<file path="src/rtl/afsk_pkg.sv">
package afsk_pkg;
  localparam int SAMPLE_W = 8;
  localparam int PROD_W   = 2 * SAMPLE_W;
  typedef logic signed [SAMPLE_W-1:0] sample_t;
  typedef logic signed [PROD_W-1:0]   acc_t;
endpackage

</file>
<file path="src/rtl/afsk_dc_remove.sv">
module afsk_dc_remove
  import afsk_pkg::*;
#(
  parameter int RAW_W   = 12,
  parameter int AVG_LEN = 192,
  parameter int OFF_LO  = 1300,
  parameter int OFF_HI  = 3300,
  parameter int OFF_DEF = 2303
) (
  input  logic             clk,
  input  logic             rst_n,
  input  logic             acc,
  input  logic [RAW_W-1:0] raw,
  output sample_t          sample
);
  localparam int SUM_W = $clog2(AVG_LEN * ((1 << RAW_W) - 1) + 1);
  localparam int CNT_W = $clog2(AVG_LEN + 1);
  localparam int DIF_W = RAW_W + 1;

  logic [RAW_W-1:0] offset_q, off_use, avg_clamped;
  logic [SUM_W-1:0] sum_q, sum_next, avg;
  logic [CNT_W-1:0] cnt_q;
  logic             block_end;
  logic signed [DIF_W-1:0] diff, scaled;

  always_comb begin
    sum_next  = sum_q + SUM_W'(raw);
    block_end = (cnt_q == CNT_W'(AVG_LEN - 1));
    avg       = sum_next / SUM_W'(AVG_LEN);
    if (avg > SUM_W'(OFF_HI) || avg < SUM_W'(OFF_LO)) avg_clamped = RAW_W'(OFF_DEF);
    else                                               avg_clamped = avg[RAW_W-1:0];
    off_use   = block_end ? avg_clamped : offset_q;
    diff      = $signed({1'b0, raw}) - $signed({1'b0, off_use});
    scaled    = diff >>> 4;
    sample    = scaled[SAMPLE_W-1:0];
  end

  always_ff @(posedge clk) begin
    if (!rst_n) begin
      offset_q <= RAW_W'(OFF_DEF);
      sum_q    <= '0;
      cnt_q    <= '0;
    end else if (acc) begin
      if (block_end) begin
        offset_q <= avg_clamped;
        sum_q    <= '0;
        cnt_q    <= '0;
      end else begin
        sum_q <= sum_next;
        cnt_q <= cnt_q + 1'b1;
      end
    end
  end

  AST_OFFSET_WINDOW: assert property (@(posedge clk) disable iff (!rst_n)
    (offset_q >= RAW_W'(OFF_LO)) && (offset_q <= RAW_W'(OFF_HI)))
    else $error("offset left its window");
  AST_OFFSET_HOLD: assert property (@(posedge clk) disable iff (!rst_n)
    !acc |=> $stable(offset_q))
    else $error("offset moved without a sample");
endmodule

</file>
<file path="src/rtl/afsk_discrim.sv">
module afsk_discrim
  import afsk_pkg::*;
#(
  parameter int HALF   = 4,
  parameter int HIST_W = 5
) (
  input  logic              clk,
  input  logic              rst_n,
  input  logic              acc,
  input  sample_t           sample,
  output logic [HIST_W-1:0] hist_next
);
  sample_t           dly [HALF];
  acc_t              prod, x_new, x_q, y_new, y_q;
  logic [HIST_W-1:0] hist_q;

  always_comb begin
    prod      = dly[HALF-1] * sample;
    x_new     = (prod >>> 2) + (prod >>> 5);
    y_new     = x_q + x_new + (y_q >>> 2) + (y_q >>> 3) + (y_q >>> 4);
    hist_next = {hist_q[HIST_W-2:0], (y_new > $signed(PROD_W'(0)))};
  end

  always_ff @(posedge clk) begin
    if (!rst_n) dly[0] <= '0;
    else if (acc) dly[0] <= sample;
  end

  for (genvar i = 1; i < HALF; i++) begin : g_tap
    always_ff @(posedge clk) begin
      if (!rst_n) dly[i] <= '0;
      else if (acc) dly[i] <= dly[i-1];
    end
  end

  always_ff @(posedge clk) begin
    if (!rst_n) begin
      x_q    <= '0;
      y_q    <= '0;
      hist_q <= '0;
    end else if (acc) begin
      x_q    <= x_new;
      y_q    <= y_new;
      hist_q <= hist_next;
    end
  end

  AST_HIST_SHIFT: assert property (@(posedge clk) disable iff (!rst_n)
    acc |=> hist_q[HIST_W-1:1] == $past(hist_q[HIST_W-2:0]))
    else $error("history did not shift");
  AST_FILTER_IDLE: assert property (@(posedge clk) disable iff (!rst_n)
    !acc |=> $stable(y_q) && $stable(hist_q))
    else $error("filter moved without a sample");
endmodule

</file>
<file path="src/rtl/afsk_bitsync.sv">
module afsk_bitsync #(
  parameter int HIST_W   = 5,
  parameter int PH_STEP  = 32,
  parameter int PH_RANGE = 256,
  parameter int PH_NUDGE = 4,
  parameter int VOTE_MIN = 3
) (
  input  logic              clk,
  input  logic              rst_n,
  input  logic              acc,
  input  logic [HIST_W-1:0] hist,
  output logic              bit_done,
  output logic              dec_bit
);
  localparam int PH_W  = $clog2(2 * PH_RANGE);
  localparam int VC_W  = $clog2(HIST_W + 1);

  logic [PH_W-1:0] phase_q, ph_adj, ph_sum, phase_next;
  logic [VC_W-1:0] ones;
  logic            vote, prev_q;

  always_comb begin
    ph_adj = phase_q;
    if (hist[1] != hist[0]) begin
      if (phase_q < PH_W'(PH_RANGE / 2)) ph_adj = phase_q + PH_W'(PH_NUDGE);
      else                               ph_adj = phase_q - PH_W'(PH_NUDGE);
    end
    ph_sum   = ph_adj + PH_W'(PH_STEP);
    bit_done = acc && (ph_sum >= PH_W'(PH_RANGE));
    phase_next = (ph_sum >= PH_W'(PH_RANGE)) ? ph_sum - PH_W'(PH_RANGE) : ph_sum;
    ones = '0;
    for (int i = 0; i < HIST_W; i++) ones = ones + VC_W'(hist[i]);
    vote    = (ones >= VC_W'(VOTE_MIN));
    dec_bit = (vote == prev_q);
  end

  always_ff @(posedge clk) begin
    if (!rst_n) begin
      phase_q <= '0;
      prev_q  <= 1'b0;
    end else if (acc) begin
      phase_q <= phase_next;
      if (bit_done) prev_q <= vote;
    end
  end

  // checker: spacing between produced bits
  logic [3:0] gap_q;
  logic       seen_q;
  always_ff @(posedge clk) begin
    if (!rst_n) begin
      gap_q  <= '0;
      seen_q <= 1'b0;
    end else if (acc) begin
      if (bit_done) begin
        gap_q  <= '0;
        seen_q <= 1'b1;
      end else if (gap_q != 4'hF) gap_q <= gap_q + 1'b1;
    end
  end

  AST_PHASE_BOUND: assert property (@(posedge clk) disable iff (!rst_n)
    phase_q < PH_W'(PH_RANGE))
    else $error("phase out of range");
  AST_BIT_GAP: assert property (@(posedge clk) disable iff (!rst_n)
    (bit_done && seen_q) |-> gap_q >= 4'd6)
    else $error("bits too close together");
  AST_PHASE_IDLE: assert property (@(posedge clk) disable iff (!rst_n)
    !acc |=> $stable(phase_q))
    else $error("phase moved without a sample");
endmodule

</file>
<file path="src/rtl/afsk_demod.sv">
module afsk_demod
  import afsk_pkg::*;
#(
  parameter int DC_REMOVE = 1,
  parameter int RAW_W     = 12,
  parameter int HALF      = 4,
  parameter int AVG_LEN   = 192,
  parameter int OFF_LO    = 1300,
  parameter int OFF_HI    = 3300,
  parameter int OFF_DEF   = 2303,
  parameter int PH_STEP   = 32,
  parameter int PH_RANGE  = 256,
  parameter int PH_NUDGE  = 4,
  parameter int VOTE_N    = 5,
  parameter int VOTE_MIN  = 3
) (
  input  logic             clk,
  input  logic             rst_n,
  input  logic             in_valid,
  output logic             in_ready,
  input  logic [RAW_W-1:0] in_data,
  output logic             out_valid,
  input  logic             out_ready,
  output logic             out_bit
);
  logic              acc, bit_done, dec_bit;
  sample_t           sample;
  logic [VOTE_N-1:0] hist_next;

  assign in_ready = !out_valid || out_ready;
  assign acc      = in_valid && in_ready;

  if (DC_REMOVE != 0) begin : g_dc
    afsk_dc_remove #(
      .RAW_W(RAW_W), .AVG_LEN(AVG_LEN), .OFF_LO(OFF_LO),
      .OFF_HI(OFF_HI), .OFF_DEF(OFF_DEF)
    ) u_dc (
      .clk(clk), .rst_n(rst_n), .acc(acc), .raw(in_data), .sample(sample)
    );
  end else begin : g_direct
    assign sample = in_data[SAMPLE_W-1:0];
  end

  afsk_discrim #(.HALF(HALF), .HIST_W(VOTE_N)) u_disc (
    .clk(clk), .rst_n(rst_n), .acc(acc), .sample(sample), .hist_next(hist_next)
  );

  afsk_bitsync #(
    .HIST_W(VOTE_N), .PH_STEP(PH_STEP), .PH_RANGE(PH_RANGE),
    .PH_NUDGE(PH_NUDGE), .VOTE_MIN(VOTE_MIN)
  ) u_sync (
    .clk(clk), .rst_n(rst_n), .acc(acc), .hist(hist_next),
    .bit_done(bit_done), .dec_bit(dec_bit)
  );

  always_ff @(posedge clk) begin
    if (!rst_n) begin
      out_valid <= 1'b0;
      out_bit   <= 1'b0;
    end else if (bit_done) begin
      out_valid <= 1'b1;
      out_bit   <= dec_bit;
    end else if (out_ready) begin
      out_valid <= 1'b0;
    end
  end

  AST_HOLD_STALL: assert property (@(posedge clk) disable iff (!rst_n)
    (out_valid && !out_ready) |=> (out_valid && $stable(out_bit)))
    else $error("pending bit lost");
  AST_NO_TAKE_STALLED: assert property (@(posedge clk) disable iff (!rst_n)
    (out_valid && !out_ready) |-> !in_ready)
    else $error("sample taken while stalled");
endmodule

</file>
<file path="config.mk">
export PLATFORM = sky130hd
export DESIGN_NAME = afsk_demod
export DESIGN_NICKNAME = d
export VERILOG_FILES = /design/src/rtl/afsk_pkg.sv /design/src/rtl/afsk_dc_remove.sv /design/src/rtl/afsk_discrim.sv /design/src/rtl/afsk_bitsync.sv /design/src/rtl/afsk_demod.sv
export SDC_FILE = /design/constraint.sdc
export NUM_CORES = 1
export LEC_CHECK = 0
export BUFFER_PORTS_ARGS = -buffer_cell sky130_fd_sc_hd__buf_4
export CAP_MARGIN = 20
export CORE_UTILIZATION = 55
export CTS_CLUSTER_DIAMETER = 100
export DETAILED_ROUTE_END_ITERATION = 10
export PLACE_DENSITY = 0.74
export SETUP_SLACK_MARGIN = 0.05
export SYNTH_ARGS = -nofsm -noshare
export SYNTH_HDL_FRONTEND = slang
export SYNTH_SLANG_ARGS = --single-unit
</file>
<file path="constraint.sdc">
create_clock -name clk -period 15.9 [get_ports clk]
set_clock_uncertainty 0.05 [all_clocks]
set_input_delay 0 -clock clk [delete_from_list [all_inputs] [get_ports clk]]
set_output_delay 0 -clock clk [all_outputs]
set_load 0.05 [all_outputs]
</file>
# After elaboration in Yosys (flattened, before gate mapping)
# Memory sizes are Yosys's and may differ from the RTL's.
# Index checks and enable logic that the tools add are counted.
[word_totals]
latchBits = 0
in_bits = 16
mem_bits_ro = 0
mem_count = 1
ramBits = 32
output_inout_bits = 3
elab_cells = 66
register_bits = 88
[classes]
shift = 0
mul = 1
n_reduce_logical = 7
order_cmp = 6
add_sub_neg = 16
n_mux = 17
bitwise_logic = 4
eq_ne = 3
div = 1
[memory_table]
columns = ["name", "words", "width", "read_ports", "rd_clocked_by_memory_dff", "write_ports", "line", "text"]
rows = [
  ["u_disc.dly", 4, 8, 4, 0, 4, "afsk_discrim.sv:13", "sample_t dly [HALF];"],
]
[ops]
columns = ["operator", "n"]
rows = [
  ["2-to-1 mux 8 bit", 5],
  ["2-to-1 mux 9 bit", 3],
  ["2-to-1 mux 12 bit", 2],
  ["adder 20 x 12 -> 20 bit", 1],
  ["divider 20 x 8 -> 20 bit, second input constant", 1],
  ["greater-than comparator 20 x 12 -> 1 bit, second input constant", 1],
  ["< comparator 20 x 11 -> 1 bit, second input constant", 1],
  ["2-to-1 mux 20 bit", 1],
  ["adder 16 x 12 -> 16 bit", 1],
  ["adder 16 x 13 -> 16 bit", 1],
  ["adder 16 x 14 -> 16 bit", 1],
  ["adder 16 bit", 1],
  ["greater-than comparator 16 x 1 -> 1 bit, second input constant", 1],
  ["multiplier 8 x 8 -> 16 bit", 1],
  ["adder 14 x 11 -> 15 bit", 1],
  ["subtractor 12 bit", 1],
  ["adder 9 x 3 -> 9 bit, second input constant", 1],
  ["adder 9 x 6 -> 9 bit, second input constant", 1],
  [">= comparator 9 bit, second input constant", 1],
  ["< comparator 9 x 8 -> 1 bit, second input constant", 1],
  ["subtractor 9 x 3 -> 9 bit, second input constant", 1],
  ["subtractor 9 bit, second input constant", 1],
  ["adder 8 x 1 -> 8 bit, second input constant", 1],
  ["== test 8 bit, second input constant", 1],
  ["other kinds (13)", 24],
]

# Logic depth before layout (Yosys ltp)
[logic_depth]
word_depth = 20
mapped_depth = 78
depth_no_buf = 73

# By module
# Synthesis repeated with hierarchy kept, for this count alone.
[unflattened]
cells_unflattened = 1463
hier_area_um2 = 12413.2
[modules_own_cells]
columns = ["mod", "cells_per_inst", "area_each_um2", "seq_area_each_um2", "n_inst"]
rows = [
  ["afsk_discrim", 767, 7304.5, 1621.6, 1],
  ["afsk_dc_remove", 619, 4389.2, 800.8, 1],
  ["afsk_bitsync", 69, 628.1, 140.1, 1],
  ["afsk_demod", 8, 91.3, 40.0, 1],
]

# Worst setup path after synthesis
# No wires, ideal clock.
[synth_path]
path_kind = "register -> register"
start = "register g_dc.u_dc.sum_q[0]"
end = "register out_bit"
required_time_ns = 15.778
slack_ns = 0.428
path_stages_with_launch = 74
n_path_buf = 3
setup_time_ns = 0.072
period_less_slack_ns = 15.472
arrival_ns = 15.350
path_cell_list = "dfxtp_1 ha_1 fa_1 a211oi_1 nor3_1 o2111ai_2 a21o_1 o211a_2 a32oi_1 o221a_1 o221a_1 buf_2 buf_6 mux2i_1 o221ai_1 o211ai_1 a41oi_1 a2111oi_4 [38 not listed] fa_1 ha_1 ha_1 ha_1 o21ai_0 a21boi_0 o21a_1 nor2_1 xnor3_1 or2_2 fa_1 inv_1 ha_1 nor3b_1 nor2_1 xor2_1 nand2_1 mux2i_1"
[synth_between]
elab_chain_len = 20
elab_cells_between_ends = 26
cone_classes = "add/sub: 12; mul: 1; div: 1; order compare: 5; eq/ne: 2; mux: 3; reduce/logical: 2"
[synth_rtl]
columns = ["element", "line", "text"]
rows = [
  ["start: declaration", "afsk_dc_remove.sv:21", "logic [SUM_W-1:0] sum_q, sum_next, avg;"],
  ["start signal: assignment", "afsk_dc_remove.sv:49", "sum_q <= sum_next;"],
  ["adder 20 x 12 -> 20 bit (*)", "afsk_dc_remove.sv:27", "sum_next = sum_q + SUM_W'(raw);"],
  ["divider 20 x 8 -> 20 bit (*)", "afsk_dc_remove.sv:29", "avg = sum_next / SUM_W'(AVG_LEN);"],
  ["greater-than comparator 20 x 12 -> 1 bit / < comparator 20 x 11 -> 1 bit (equally long branches)", "afsk_dc_remove.sv:30", "if (avg > SUM_W'(OFF_HI) || avg < SUM_W'(OFF_LO)) avg_clamped = RAW_W'(OFF_DEF);"],
  ["logical OR 1 bit", "afsk_dc_remove.sv:30", ""],
  ["2-to-1 mux 12 bit (*)", "afsk_dc_remove.sv:30", ""],
  ["2-to-1 mux 12 bit (*)", "afsk_dc_remove.sv:32", "off_use = block_end ? avg_clamped : offset_q;"],
  ["subtractor 12 bit (*)", "afsk_dc_remove.sv:33", "diff = $signed({1'b0, raw}) - $signed({1'b0, off_use});"],
  ["multiplier 8 x 8 -> 16 bit (*)", "afsk_discrim.sv:18", "prod = dly[HALF-1] * sample;"],
  ["[1 not listed]", "-", ""],
  ["named net u_disc.x_new[12]", "afsk_discrim.sv:14", "acc_t prod, x_new, x_q, y_new, y_q;"],
  ["[2 not listed]", "-", ""],
  ["adder 16 x 13 -> 16 bit (*)", "afsk_discrim.sv:20", "y_new = x_q + x_new + (y_q >>> 2) + (y_q >>> 3) + (y_q >>> 4);"],
  ["adder 16 x 12 -> 16 bit (*)", "afsk_discrim.sv:20", ""],
  ["greater-than comparator 16 x 1 -> 1 bit (*)", "afsk_discrim.sv:21", "hist_next = {hist_q[HIST_W-2:0], (y_new > $signed(PROD_W'(0)))};"],
  ["adder 1 x 1 -> 2 bit", "afsk_bitsync.sv:32", "for (int i = 0; i < HIST_W; i++) ones = ones + VC_W'(hist[i]);"],
  ["adder 2 x 1 -> 3 bit", "afsk_bitsync.sv:32", ""],
  ["adder 3 x 1 -> 3 bit (2 in series)", "afsk_bitsync.sv:32", ""],
  [">= comparator 3 x 2 -> 1 bit", "afsk_bitsync.sv:33", "vote = (ones >= VC_W'(VOTE_MIN));"],
  ["== test 1 bit", "afsk_bitsync.sv:34", "dec_bit = (vote == prev_q);"],
  ["end signal: assignment", "afsk_demod.sv:62", "out_bit <= dec_bit;"],
  ["end: declaration", "afsk_demod.sv:24", "output logic out_bit"],
]
# Mark *: on every way through the listed nets, which the timed path passes. The rest lies on a longest branch.
# A chain may end at the register's enable or synchronous reset.

# Worst setup path after layout
[layout_path]
start = "register g_dc.u_dc.sum_q[9]"
end = "register out_bit"
# Same word-level chain as after synthesis.

==> flow_metrics.tcl <==
set metrics [dict create \
    use_met2_pct 47.48 \
    cts_tree "yes" \
    overflow 0 \
    hold_path.class "input port to register" \
    cts_sinks 115 \
    status "complete, no violations" \
    grt_pass1_vias 10197 \
    setup_violations 0 \
    dp_hpwl_mm 21.98 \
    crit_fanout 6 \
    period_minus_slack_ns 15.29 \
    crit_family "adder cells" \
    vias 10506 \
    syn_area_um2 12060 \
    portBuffers 18 \
    grt_antenna_before_repair 0 \
    drc_errors 0 \
    routed_via_density 5.814 \
    multi_input_area_um2 9438 \
    slew_violations 0 \
    seq_area_um2 2625 \
    grt_max_degree 61 \
    synth_ff_type "dfxtp_1" \
    rows 53 \
    ys_seq_area_share_pct 21.75 \
    path_buf_inv 12 \
    wl_per_cell_um 16.95 \
    synthCells 1413 \
    synthTopCellsByArea "fa_1, dfxtp_1, ha_1" \
    clk_latency_ns 0.43 \
    drive_gt1_share_pct 20.95 \
    synth_edf_count 32 \
    synth_cell_type_count 88 \
    post-route-util_pct 69.08 \
    layout.nets 1725 \
    worstMarginPinSlew_ns 0.9445 \
    drt-pass1-iter-count 7 \
    die_area_um2 22520 \
    totalWireLength_mm 30.62 \
    gp_congestion 0.8965 \
    ant_nets 0 \
    cp_data_arrival_time_ns 15.60 \
    die_w_um 150.1 \
    async_flop_share_pct 0 \
    required_ns 16.21 \
    avgSynthCellArea_um2 8.534 \
    synth_fp_nets 1619 \
    grt_use_met3_pct 3.902 \
    yosysWarnings 0 \
    slowest_delay_ns 0.53 \
    setup.worst_path.start_class "register" \
    synth_top_area_share_pct 15.94 \
    numCtsBuffers 17 \
    ys_seq_elements 115 \
    grt_pass1_wl_mm 47.97 \
    htree_num_levels 4 \
    path_clk_slew_ns 0.06 \
    synth_top_area_cell "fa_1" \
    crit_slowest_cell "fa_1" \
    cts_root_buf "clkbuf_16" \
    synthToLayoutAreaGrowth_pct 21.93 \
    yosysMostFrequentCell "inv_1" \
    post-route-period-util_pct 96.18 \
    end_kind "register" \
    clk_path_buf_depth 2 \
    max_freq_ghz 0.06539 \
    io_pins 19 \
    track_usage_pct 26.79 \
    die_y_um 150.1 \
    hold_violations 0 \
    core_area_um2 21290 \
    drt_iter0_markers 571 \
    fill_cells 1618 \
    critical_path_class "register to register" \
    grtUsageMet1_pct 32.64 \
    grt_busiest_layer "met2" \
    relSlewSlack_pct 37.03 \
    max_cap_violations 0 \
    start_util_pct 56.65 \
    antennaDiodeCount 0 \
    synth_common_cells "inv_1, nand2_1, fa_1" \
]
==> per-stage QoR <==
stage	setup slack [ns]	std cells	hold WS (ns)	TNS (ns)	area, µm²
6_report	0.6078	1807	0.007955	0	14700
3_3_place_gp	0.09038	1739	0.3260	0	12960
3_5_place_dp	-0.3111	1739	0.3232	-1.259	12960
2_1_floorplan	0.4280	1413	0.1901	0	12060
5_1_grt	-0.1671	1807	0.07465	-0.5318	14700
4_1_cts	0.05193	1779	0.03787	0	13720
==> metal layers <==
metal	share of wire [%]	vias to the layer above
met2	52	260
met4	2.3	0
met1	42	5106
li1	-	5079
met3	3.7	61
met5	0	-
==> state kept, by name, indices dropped and copies added (netlist names) <==
signal and count:
g_dc.u_dc.offset_q 12, u_disc.dly 32, u_disc.y_q 14, u_sync.prev_q 1, u_disc.hist_q 4, g_dc.u_dc.sum_q 20
u_disc.x_q 15, out_bit 1, out_valid 1, u_sync.phase_q 7, g_dc.u_dc.cnt_q 8
==> cell type report <==
type / instances / share of cell area (%)
Clock inverter: 14 / 0.9530
Tap cell: 275 / 2.340
Sequential cell: 115 / 17.85
Clock buffer: 18 / 2.919
Inverter: 169 / 4.314
Multi-Input combinational cell: 1078 / 64.18
Timing Repair Buffer: 138 / 7.437
==> cell usage in the layout (no fill, tap or decap), types with 23 or more instances in the layout <==
master      n
and2_1     82
nand2_1   150
o211ai_1   24
nor2_1     71
ha_1       78
inv_1     164
a21oi_2    23
xnor2_1    42
nor3_1     24
fa_1       93
o21ai_0    68
nand3_1    28
edfxtp_1   32
dfxtp_1    81
a21oi_1    48
buf_4     126
==> worst paths after layout <==
kind	start	end	slack (ns)	cells after the start
max	g_dc.u_dc.sum_q[9]	out_bit	0.61	73
max reg2reg	g_dc.u_dc.sum_q[9]	out_bit	0.61	73
min reg2reg	out_bit	out_bit	0.42	2
min	in_data[3]	g_dc.u_dc.sum_q[3]	0.008	4
==> worst register-to-register path: cells and delay by family (launching register included) <==
family                   cells  cell delay, ns
AO/OA/AOI/OAI               22            4.04
XOR/XNOR                     4            0.72
adder cells (fa/ha/maj)     15            5.26
buffers and inverters       12            1.20
flip-flops                   1            0.31
multiplexers                 1            0.13
AND/OR/NAND/NOR             19            3.48
==> kinds of logic (layout without fill, tap and decap cells) <==
family,Yosys count,in the layout,share of synthesized area (%)
AND/OR/NAND/NOR,450,450,18.44
buffers and inverters,220,339,7.159
multiplexers,14,14,1.204
flip-flops,115,115,21.75
XOR/XNOR,74,74,5.800
AO/OA/AOI/OAI,348,348,19.80
adder cells (fa/ha/maj),192,192,25.86
==> repair_timing <==
action,4_1_cts,5_1_grt
hold buffers,4,0
endpoints found under the setup margin,9,10
pin swaps,10,97
buffers inserted,4,27
gates resized for setup,25,146
endpoints found under the hold margin,7,0
Power is not shown: default switching activity piles up to over one toggle a cycle in this logic, so the estimate is an artifact.
